File: src/rtl/ds_hazard_ctrl.sv
module ds_hazard_ctrl #(
  parameter int NS = 7
) (
  input  logic          clk,
  input  logic          rst_n,
  input  logic          if_valid,
  input  logic          if_branch,
  input  logic          raw_stall,
  input  logic          ex_taken,
  output logic [NS-1:0] stall,
  output logic [NS-1:0] flush,
  output logic          redirect
);

  logic [NS-1:1] v, br, ds;
  logic [NS:3]   tk, fire;
  logic          last_br, hold, br_hold, accept, slot_br;

  assign br_hold  = v[1] & br[1] & (|ds[NS-1:2]);
  assign hold     = raw_stall | br_hold;
  assign redirect = |fire;
  assign accept   = if_valid & ~hold & ~redirect;
  assign stall    = {{(NS-2){1'b0}}, hold, hold};
  assign flush    = {{(NS-3){1'b0}}, hold | redirect, redirect, redirect};

  always_comb begin
    logic anyv, anyb;
    anyv = 1'b0;
    anyb = 1'b0;
    slot_br = 1'b0;
    fire = '0;
    for (int k = 3; k <= NS; k++) begin
      anyv = anyv | v[k-1];
      anyb = anyb | (v[k-1] & br[k-1]);
      fire[k] = tk[k] & anyv;
      slot_br = slot_br | (fire[k] & anyb);
    end
  end

  always_ff @(posedge clk) begin
    if (!rst_n) begin
      v <= '0;
      br <= '0;
      ds <= '0;
      tk <= '0;
      last_br <= 1'b0;
    end else begin
      if (redirect) begin
        v[1] <= 1'b0;
        br[1] <= 1'b0;
        ds[1] <= 1'b0;
      end else if (!hold) begin
        v[1] <= if_valid;
        br[1] <= if_valid & if_branch;
        ds[1] <= if_valid & last_br;
      end

      if (redirect) last_br <= slot_br;
      else if (accept) last_br <= if_branch;

      if (hold | redirect) begin
        v[2] <= 1'b0;
        br[2] <= 1'b0;
        ds[2] <= 1'b0;
      end else begin
        v[2] <= v[1];
        br[2] <= br[1];
        ds[2] <= ds[1];
      end

      for (int k = 3; k < NS; k++) begin
        v[k] <= v[k-1];
        br[k] <= br[k-1];
        ds[k] <= ds[k-1];
      end

      tk[3] <= v[2] & br[2] & ex_taken;
      for (int k = 4; k < NS; k++) tk[k] <= tk[k-1] & ~fire[k-1];
      tk[NS] <= (tk[NS-1] & ~fire[NS-1]) | (tk[NS] & ~fire[NS]);
    end
  end

endmodule

File: config.mk
export PLATFORM = sky130hd
export DESIGN_NAME = ds_hazard_ctrl
export DESIGN_NICKNAME = d
export VERILOG_FILES = /design/src/rtl/ds_hazard_ctrl.sv
export SDC_FILE = /design/constraint.sdc
export NUM_CORES = 1
export LEC_CHECK = 0
export ABC_AREA = 1
export BUFFER_PORTS_ARGS = -buffer_cell sky130_fd_sc_hd__buf_2
export CAP_MARGIN = 20
export CORE_MARGIN = 2
export CORE_UTILIZATION = 25
export CTS_CLUSTER_DIAMETER = 50
export DETAILED_ROUTE_END_ITERATION = 7
export PLACE_DENSITY_LB_ADDON = 0.05
export SLEW_MARGIN = 20
export SYNTH_ARGS = -nofsm -noshare
export SYNTH_HDL_FRONTEND = slang
export SYNTH_SLANG_ARGS = --single-unit
File: constraint.sdc
create_clock -name clk -period 1.25 [get_ports clk]
set_input_delay 0.0625 -clock clk [delete_from_list [all_inputs] [get_ports clk]]
set_output_delay 0.0625 -clock clk [all_outputs]
set_load 0.03 [all_outputs]
==> results of run 1 <==
==> layout make-up <==
| type | instances | area, um^2 |
|---|---|---|
| Timing Repair Buffer | 29 | 253 |
| Tap cell | 50 | 62.6 |
| Fill cell | 448 | 2590 |
| Multi-Input combinational cell | 89 | 527 |
| Clock buffer | 4 | 55.1 |
| Sequential cell | 24 | 487 |
| Inverter | 30 | 113 |
==> routing by layer <==
| layer | vias to the layer above | track usage, % |
|---|---|---|
| li1 | 472 | - |
| met1 | 416 | 12.8 |
| met2 | 25 | 14.9 |
| met3 | 7 | 2.47 |
| met4 | 0 | 5.34 |
| met5 | - | 0 |
==> what timing repair did <==
item / 4_1_cts / 5_1_grt
pin swaps: 19 / 9
resized for setup: 36 / 11
endpoints found under the setup margin: 10 / 13
setup buffers: 9 / 1
endpoints found under the hold margin: 1 / 0
hold buffers: 1 / 0
==> cell families (layout without fill, tap and decap cells) <==
kind of cell / Yosys count / in the layout / share of synthesized area (%)
AND/OR/NAND/NOR: 73 / 73 / 31.6
flip-flops: 24 / 24 / 44.6
buffers and inverters: 45 / 63 / 20.2
other: 1 / 9 / 0.348
AO/OA/AOI/OAI: 7 / 7 / 3.25
==> through the flow <==
step           cells  setup slack (ps)  setup TNS [ps]  util (%)
6_report         226              -281           -1800      36.6
3_3_place_gp     213             -29.5           -41.0      29.5
4_1_cts          226              -311           -2400      35.6
5_1_grt          226              -371           -2820      36.6
3_5_place_dp     213             -62.1            -133      29.5
2_1_floorplan    158             -18.7           -45.9         -
==> cell usage in the layout (no fill, tap or decap), types with 3 or more instances in the layout <==
cell,Yosys,layout
buf_6,0,12
dfxtp_1,24,21
nand3_2,1,3
nor2_1,12,8
nand2_4,1,5
buf_2,0,5
nand3_1,8,4
nand2_2,2,5
conb_1,1,9
nor2_4,2,5
buf_4,13,11
inv_1,30,30
nor2_2,3,4
clkbuf_8,0,4
nand2_1,39,32
==> critical path, stage by stage (launching register included) <==
cell	delay, ps
dfxtp_4	370
nor2_4	180
nand3_2	130
nand2_4	110
nand2_4	60
nor2_4	120
nand3_2	90
buf_6	150
==> final timing paths <==
path | start | endpoint | slack [ps] | cells past startpoint
max reg2reg | v[2] | last_br | -190 | 10
min reg2reg | ds[5] | ds[6] | 430 | 2
min | if_valid | ds[1] | 160 | 5
max | v[2] | flush[2] | -280 | 7
==> sequential cells by signal (all words and copies together) (netlist names) <==
name     count
br           6
ds           6
v            6
tk           5
last_br      1
==> report_power, final <==
| part | switching [mW] | internal [mW] | leakage [nW] | total (mW) |
|---|---|---|---|---|
| registers | 0.00528 | 0.770 | 0.196 | 0.775 |
| clock network | 0.247 | 0.281 | 0.0288 | 0.528 |
| logic | 0.100 | 0.0469 | 0.630 | 0.147 |
==> results.txt, run 1 <==
The flow ran to the end, but the final reports show violations. The checks that failed: setup timing. The Yosys step of the flow raised 0 warnings. The overflow left after global routing is 0.

TritonCTS built the clock tree. The per-cell via count in the routed design came out at 4.07. The tools report the via total after detailed routing as 920. The logs give 183 for the net total in the final layout and 0 for the number of diodes added for antenna fixing. The area share of the leading cell type in the synthesized netlist is 44.6%.

The routed design uses 952 um of met2 wire. The die height is 69.6 um. The total count of max-transition violations in the final report is 0, and the count of unique library cells instantiated by Yosys is 19. Max-cap violations in this run came to 0.

For the post-route worst setup slack, the log shows -281 ps. Area growth from synthesis to final layout: 38.9%. The worst setup path is launched from a flop.

The mean post-synth cell area is 7.18 um^2, and the overall die area is 4850 um^2. The floorplan step defined a core boundary enclosing 4090 um^2. The detail route stage leaves a number of antenna-violating nets equal to 0. After synthesis, the cell types taking the most area are dfxtp_1 (45%), nand2_1 (14%), inv_1 (10%).

The dominant synthesized flop cell is dfxtp_1. The class of the tightest hold or removal check is in -> reg. The final wirelength was 2170 um. Total setup violations reported at the end of the flow: 13.

The number of endpoints with negative hold slack in the final report is 0. The clock drives 24 sinks. For the placed wire-length estimate after detailed placement, the log shows 1560 um. Summed over all nets, wire length on met3 after detailed routing comes to 100 um. The topmost layer with routed signal wires is met4. Of the cells placed in the final design, the portion with a size suffix greater than 1 is 36.9%.

The leading area contributor after synthesis was dfxtp_1. With fillers left out, the area of the finished cells amounts to 1500 um^2. Hold timing on the final database bottoms out at a slack of 165 ps. The routability congestion estimate is 0.856. STA puts the critical path data required time at 1190 ps. Derived from the worst setup path, the maximum achievable clock frequency is 653 MHz. After detailed routing, the wire length on met1 is 1050 um.

The via count of the first global-routing pass came out at 918. The data arrival time of the worst path came out at 1470 ps. Maximum fanout count along the critical path: 6. The tools report the remaining routing DRC violations as 0. The initial antenna violation count is 0. The root buffer cell chosen for the clock tree is clkbuf_8. IR analysis of the VDD net gives a maximum drop of 330 uV. Once the floorplan was initialized, standard cells occupied 26.4% of the core. Entering global routing, the biggest net connects 16 pins.

The average wire per standard cell came out at 9.59 um. The first global-routing pass estimated 3840 um of wire. Top-level I/O count: 21. In this run, synthesis produced a sequential element count of 24.

The number of levels the H-tree was split into was 1. The clock-pin slew on the worst setup and hold paths is 90 ps, and the length of the first detailed-routing pass in iterations is 3. Critical path class: reg -> out. The die width works out to 69.6 um.

Leading cell type by number of instances after synthesis: nand2_1. After technology mapping, the gate count stands at 150. Setup repair after global routing could not meet its margin everywhere. After synthesis, the most frequently instantiated cells are nand2_1 (39), inv_1 (30), dfxtp_1 (24).

The worst setup skew after layout was 3.29 ps; the static leakage was 0.854 nW. The final critical path takes up 122% of the cycle. The initial detailed-routing violation count is 19, and the placement row count is 23. Counting flops with an async set or reset pin after synthesis yields a share of 0%. The tools report the area of placed instances as 1210 um^2. The worst setup path is captured at an output port. During placement, the flow inserted port buffers numbering 11. For the worst-skew pair, the clock arrives at the later sink with an insertion delay of 260 ps. In the global route stage, overall resource usage came out at 9.84%.

The smallest clock period supported by the final layout is computed as 1530 ps. The logs give 1.45 mW for the overall power and 2 for the maximum count of clock buffers along a single path. The share of synthesized area occupied by flip-flops and latches is 44.6%, and the number of synthesized flops with an enable pin is 0. The total power divided by cell area was 969 nW/um^2; the number of CTS-inserted buffers was 3. After synthesis the cells add up to 1080 um^2.
Power figures use the tool's default switching activity.
==> run 2: changes to the inputs <==
- SETUP_SLACK_MARGIN: default -> 0.05
==> run 2 against run 1 <==
  * The flow still finishes with violations (setup timing)
  * Total power shrank 1.1%
  * Sequential share of layout area grew 1.1 points
  * Fmax grew 2.5%
  * Sequential power is essentially flat
  * Critical path type unchanged
==> results.txt, run 2 (synthesized netlist as in run 1, its figures left out) <==
The worst setup path is launched from a flop. For the pre-CTS worst setup slack, the log shows -55.2 ps (+6.94 ps). For the number of fill cells, the log shows 422 (-5.8%).

The tools report the reported max-cap violation count as 0 (unchanged). The overflow left after global routing came out at 0 (unchanged). The tools report the number of endpoints with negative hold slack in the final report as 0 (unchanged). The via count of the first global-routing pass is 908 (-1.1%). For the length of the first detailed-routing pass in iterations, the log shows 4 (+1).

The post-route worst setup slack came out at -244 ps (+37.1 ps). The top-level I/O count was 21 (unchanged); the effective utilization at floorplan was 26.4% (unchanged). The total global routing track utilization came out at 9.65% (-0.19 points).

The tools report the placed wire-length estimate after detailed placement as 1600 um (+2.6%). In the final layout, the registers with the most flip-flops are br (6), ds (6), v (6). The number of CTS-inserted buffers came out at 3 (unchanged). TritonCTS built the clock tree. The remaining routing DRC violations is 0 (unchanged), and the maximum count of clock buffers along a single path is 2 (unchanged).

The cell sitting at the root of the clock tree is a clkbuf_8. The count of port buffers added during placement is 11 (unchanged), and the clock sink count is 24 (unchanged). The clock-pin slew on the worst setup and hold paths was 80 ps (about the same); the initial detailed-routing violation count was 15 (-4).

The per-cell via count in the routed design was 4.04 (-0.77%). The ratio of cells with drive above 1 in the final layout works out to 38.4% (+1.5 points). For the final wirelength, the log shows 2170 um (about the same). The run gives 4850 um^2 (unchanged) as the overall die area. The worst setup skew after layout was 1.65 ps (-1.64 ps). The checks that failed: setup timing.

Setup repair after global routing could not meet its margin everywhere. The run gives 16 (unchanged) as the pin count of the biggest net entering global routing. The static leakage was 0.822 nW (-3.8%). The die height was 69.6 um (unchanged); the die width was 69.6 um (unchanged). The tools report the initial antenna violation count as 0 (unchanged). The worst setup path is of the reg -> out kind.

The maximum achievable frequency is 669 MHz (+2.5%). The run gives 0 (unchanged) as the count of antenna-violating nets left after detailed routing. The data arrival time of the worst path is 1430 ps (-40 ps), and the net total in the final layout is 184 (+0.55%). The area growth from synthesis to final layout was 35.1%. Leaving out fill and tap cells, the most frequent cell in the layout is nand2_1.

The final worst-path cycle share came out at 120% (-3.0 points). For the setup slack on the worst flop-to-flop path, the log shows -120 ps (+70 ps). The run finished, with violations left.

The maximum fanout count along the critical path works out to 6 (unchanged). The tightest min-delay check is of the in -> reg type. The kind of capture point of the worst setup path is an output port. The wire length of the first global-routing pass was 3770 um (-1.8%).

The final critical delay including setup and external delays works out to 1490 ps (-37.1 ps). The tools report the total negative slack for setup checks as -1660 ps (+138 ps). The placement row count was 23 (unchanged). In the layout the commonest cells are nand2_1 (31), inv_1 (29), dfxtp_1 (19). The routability congestion estimate is 0.853 (-0.42%). The run gives 0 (unchanged) as the total count of max-transition violations in the final report. Average wire per standard cell: 9.54 um (-0.49%). The later-pin clock latency in the skew report is 260 ps (about the same).

The total power divided by cell area is 985 nW/um^2 (+1.7%), and the total setup violations reported at the end of the flow is 13 (unchanged). For the worst vdd rail ir drop, the log shows 291 uV (-12%). The run gives 917 (-0.33%) as the via total after detailed routing. For the standard cell core area, the log shows 4090 um^2 (unchanged). The required time reported for the critical path endpoint was 1190 ps (about the same). Number of levels the H-tree was split into: 1 (unchanged). The number of diodes added for antenna fixing was 0 (unchanged).
run 2: changes by cell type in the layout (fill, tap and decap cells not counted), moves of 2 or more:
cell | previous run | this run
nand3_1 | 4 | 6
nand2_2 | 5 | 8
buf_6 | 12 | 9
nor2_4 | 5 | 3
dfxtp_1 | 21 | 19
nand2_4 | 5 | 3
dfxtp_2 | 2 | 4
buf_4 | 11 | 16
run 2: metal layers:
| metal | vias up | GRT usage (%) | wire length, um |
|---|---|---|---|
| met2 | 20 | 16.5 | 1080 |
| li1 | 473 | - | - |
| met1 | 422 | 11.6 | 987 |
| met4 | 0 | 4.06 | 17 |
| met3 | 2 | 2.18 | 82 |
| met5 | - | 0 | 0 |
run 2: worst paths after layout:
| check | from | end | depth (start not counted) |
|---|---|---|---|
| min reg2reg | ds[5] | ds[6] | 2 |
| max reg2reg | v[3] | v[2] | 8 |
| min | ex_taken | tk[3] | 3 |
| max | v[3] | flush[2] | 7 |
run 2: cell type report:
class                   count  area (um^2)  area share, %
flip-flops and latches     24          489           33.6
multi-input cells          89          489           33.6
repair buffers             30          246           16.9
inverters                  30          113           7.74
well taps                  50         62.6           4.30
clock buffers               4         55.1           3.78
run 2: report_power, final:
| group | switching, mW | internal, mW | leakage, nW |
|---|---|---|---|
| clock network | 0.236 | 0.281 | 0.0288 |
| registers | 0.00498 | 0.770 | 0.196 |
| logic | 0.0981 | 0.0439 | 0.596 |
| total | 0.339 | 1.09 | 0.822 |
run 2: what timing repair did:
item	4_1_cts	5_1_grt
hold buffers	0	0
resized for setup	26	14
buffers inserted	9	2
pin swaps	8	10
setup endpoints to repair	13	13
run 2: through the flow:
stage	hold slack [ps]	instances	util (%)	instance area, um^2	power [mW]
floorplan	176	158	-	1130	0.911
global placement	282	213	29.5	1210	0.917
detailed placement	283	213	29.5	1210	0.917
CTS	0.0561	226	34.4	1410	1.45
global route	12.5	227	35.6	1460	1.51
finish	7.42	227	35.6	1460	1.43
run 2: critical path: stages, from the launching register on:
cell	delay, ps
dfxtp_2	340
nor2_4	200
nand3_2	130
nand2_4	100
nand2_2	70
nor2_4	100
nand3_2	90
buf_6	150
==> run 3: changes to the inputs <==
- ABC_AREA: 1 -> 0
==> run 3 against run 2 <==
  * Critical endpoint unchanged
  * Synthesized cell count is 27% lower
  * Worst setup slack worse by 330 ps
  * Final cell count is 19% lower
  * Fmax is 18% lower
  * Design area is 9.0% lower
  * Combinational power is 4% lower
  * The run still ends with setup timing left
  * Critical path depth is 2 lower
  * Clock skew is 5.2 ps higher
  * Wire length is 2.8% lower
  * Count of clock-buffer cells in the layout is 1 lower
==> results.txt, run 3 <==
The maximum fanout count along the critical path was 4 (-2). Per-cell via count in the routed design: 4.36 (+7.9%). The post-synthesis async set-or-reset flop share is 0% (unchanged).

For the total global routing track utilization, the log shows 10.4% (+0.73 points). The fraction of synthesized area in multiplexers was 0.999% (+1.0 points). The logs give 2110 um (-2.8%) for the final wirelength and 1190 ps (about the same) for the required time reported for the critical path endpoint. The number of cells after detailed placement was 173 (-19%). Effective utilization at floorplan: 25.6% (-0.76 points). The fraction of the mapped netlist area in compound gates is 14.9% (+12 points), and the average wire per standard cell is 11.5 um (+21%). Final worst-path cycle share: 146% (+26 points). The die height is 67.3 um (-3.3%), and the setup slack on the worst flop-to-flop path is -520 ps (-400 ps).

The initial antenna violation count was 0 (unchanged); the overflow left after global routing was 0 (unchanged). The run gives 6.90 ps (+5.25 ps) as the worst setup skew after layout. The final core utilization was 33.8% (-1.8 points); the via total after detailed routing was 798 (-13%). Standard cell core area: 3910 um^2 (-4.2%).

In this run the worst setup path terminates at flush[2]. TritonCTS built the clock tree. The root buffer cell chosen for the clock tree is clkbuf_8.

Count of port buffers added during placement: 11 (unchanged). The adder and majority cell fraction of the synthesized area is 0% (unchanged), and the placement row count is 23 (unchanged). By area the synthesized netlist is led by dfxtp_1 (48%), buf_4 (9.7%), and2_1 (6.9%). The setup path with the least slack is of type reg -> out.

The run finished, with violations left. The total power divided by cell area works out to 1200 nW/um^2 (+22%). Sort of element at the start of the critical path: a flop. The worst register-to-register path begins at v[5]. Netlist area before placement: 1000 um^2 (-7.0%). The tools report the count of antenna-violating nets left after detailed routing as 0 (unchanged). Count of unique library cells instantiated by Yosys: 31 (+12). The run gives 4 (unchanged) as the length of the first detailed-routing pass in iterations.

For the total negative slack for setup checks, the log shows -5850 ps (-4190 ps). The worst reg2reg path endpoint is last_br. The highest cell delay on the worst timing path works out to 570 ps (+230 ps). The depth of the worst register-to-register path works out to 6 (-2). The master of the slowest instance on the critical path was or4_4.

Ratio of cells with drive above 1 in the final layout: 36.8% (-1.6 points). The logs give 1760 ps (+330 ps) for the data arrival time of the worst path and 0.805 (-5.6%) for the routability congestion estimate. The most common cell after layout, fill and taps aside is dfxtp_1. The number of endpoints with negative hold slack in the final report is 0 (unchanged). The area share of the leading cell type in the synthesized netlist came out at 47.9% (+3.3 points). For the total setup violations reported at the end of the flow, the log shows 13 (unchanged).

Count of hold buffers inserted by post-cts repair: 0 (unchanged). The tools report the number of fill cells as 433 (+2.6%). The worst hold path belongs to the class in -> reg.

The largest registers in the layout are br (6), ds (6), v (6). The kind of cell with the highest combined delay along the critical path is simple AND/OR/NAND/NOR gates. The number of standard cells in the layout, taps in and fillers out was 183 (-19%). The worst setup path is captured at an output port. The number of synthesized flops with an enable pin was 0 (unchanged).

Among all cell types in the netlist, the one instantiated most often is dfxtp_1. The library cells used most frequently in the layout, excluding fill and tap cells, are dfxtp_1 (21), buf_4 (14), and2_1 (11). Dominant synthesized flop cell: dfxtp_1.

Sorting the synthesized cells by how often they occur yields dfxtp_1 (24), buf_4 (13), and2_1 (11). Reported max-cap violation count: 0 (unchanged). The logs give 435 uV (+49%) for the worst vdd rail ir drop and 0 (unchanged) for the number of warning messages in the yosys log. The tools report the maximum achievable frequency as 549 MHz (-18%). The logs give 1 (unchanged) for the number of levels the H-tree was split into and 2 (unchanged) for the maximum count of clock buffers along a single path. The cell count after synthesis was 110 (-27%); the die width was 67.3 um (-3.3%). The count of cell instances traversed by the critical path was 5 (-2). The number of register bits inferred by synthesis works out to 24 (unchanged). The tools report the clock sink count as 24 (unchanged). The start point of the worst min-delay path was ex_taken. The logs give 1320 um^2 (-9.0%) for the final instance area and 21 (unchanged) for the top-level I/O count. The post-synthesis simple-gate area fraction was 22.3% (-9.2 points). The logs give 0.560 nW (-32%) for the static leakage and -411 ps (-356 ps) for the pre-CTS worst setup slack.

The tools report the later-pin clock latency in the skew report as 260 ps (about the same). Setup repair after global routing could not meet its margin everywhere. The post-route worst setup slack came out at -571 ps (-327 ps). For the total count of max-transition violations in the final report, the log shows 0 (unchanged). The xor and xnor fraction of the mapped netlist area came out at 0% (unchanged). The tools report the number of diodes added for antenna fixing as 0 (unchanged). The share of synthesized area occupied by flip-flops and latches is 47.9% (+3.3 points), and the combined buffer and inverter count along the critical path is 1 (unchanged). The mean post-synth cell area is 9.11 um^2 (+27%). The via count of the first global-routing pass was 806 (-11%); the clock-pin slew on the worst setup and hold paths was 90 ps (about the same).

The run gives 140 (-24%) as the net total in the final layout. The final reports fail on setup timing. Relative to the synthesized area, the layout overhead comes to 32.1%. The run gives 0 (unchanged) as the remaining routing DRC violations. Traced cell by cell, the critical path runs through or4_4, a21oi_4, a2bb2oi_4, nand2_2, buf_6.

dfxtp_1 takes more of the synthesized area than any other cell. After synthesis, the largest family of logic cells by area is simple AND/OR/NAND/NOR gates. Start point of the critical path: v[5]. The wire length of the first global-routing pass came out at 3590 um (-4.9%). The number of CTS-inserted buffers is 3 (unchanged). The final critical delay including setup and external delays was 1820 ps (+327 ps). The logs give 1430 um (-10%) for the placed wire-length estimate after detailed placement and 1120 um^2 (-6.9%) for the area of placed instances. The initial detailed-routing violation count was 43 (+28); the overall die area was 4530 um^2 (-6.6%).

The pin count of the biggest net entering global routing came out at 19 (+3).
run 3: how the worst min path moves through the flow:
stage | end | slack (ps) | cells past startpoint
after global routing | tk[3] | 90 | 2
after CTS | tk[3] | 90 | 2
after floorplan | v[5] | 190 | 1
final | tk[3] | 90 | 2
after global placement | tk[3] | 360 | 2
after detailed placement | tk[3] | 370 | 2
run 3: metrics by stage:
stage | power, mW | hold WS (ps)
finish | 1.59 | 89.8
global route | 1.67 | 87.3
CTS | 1.61 | 88.0
global placement | 0.912 | 359
floorplan | 0.905 | 190
detailed placement | 0.911 | 374
run 3: worst register-to-register path, stage by stage (launching register included):
cell       delay [ps]
dfxtp_2           330
or4_4             570
a21oi_4           170
a2bb2oi_4         220
buf_4             160
a2111oi_2          40
a211oi_1          190
run 3: report_power, final:
group | internal [mW] | total (mW) | switching [mW]
clock network | 0.428 | 0.678 | 0.250
logic | 0.0450 | 0.136 | 0.0907
registers | 0.772 | 0.779 | 0.00757
total | 1.24 | 1.59 | 0.348
run 3: cells by family (layout without fill, tap and decap cells):
kind of cell	count (synthesis)	after routing
compound gates	19	19
buf+inv	23	38
flops	24	24
mux	1	1
other cells	1	9
simple gates	42	42
run 3: cell type report:
cell class / count / area [um^2] / area share [%]
timing repair buffer: 25 / 198 / 14.9
clock buffer: 3 / 41.3 / 3.12
multi-input combinational: 71 / 472 / 35.6
inverter: 9 / 36.3 / 2.74
sequential: 24 / 484 / 36.6
clock inverter: 1 / 30.0 / 2.27
tap: 50 / 62.6 / 4.73
run 3: what timing repair did:
action	CTS	global route
setup endpoints to repair	13	14
resized for setup	20	3
pin swaps	6	3
setup buffers	4	2
run 3: layer usage:
layer | up-vias | GRT usage, % | share of wire [%]
li1 | 393 | - | -
met1 | 386 | 12.8 | 43
met2 | 17 | 17.8 | 53
met3 | 2 | 2.00 | 3.1
met4 | 0 | 3.83 | 0.86
met5 | - | 0 | 0
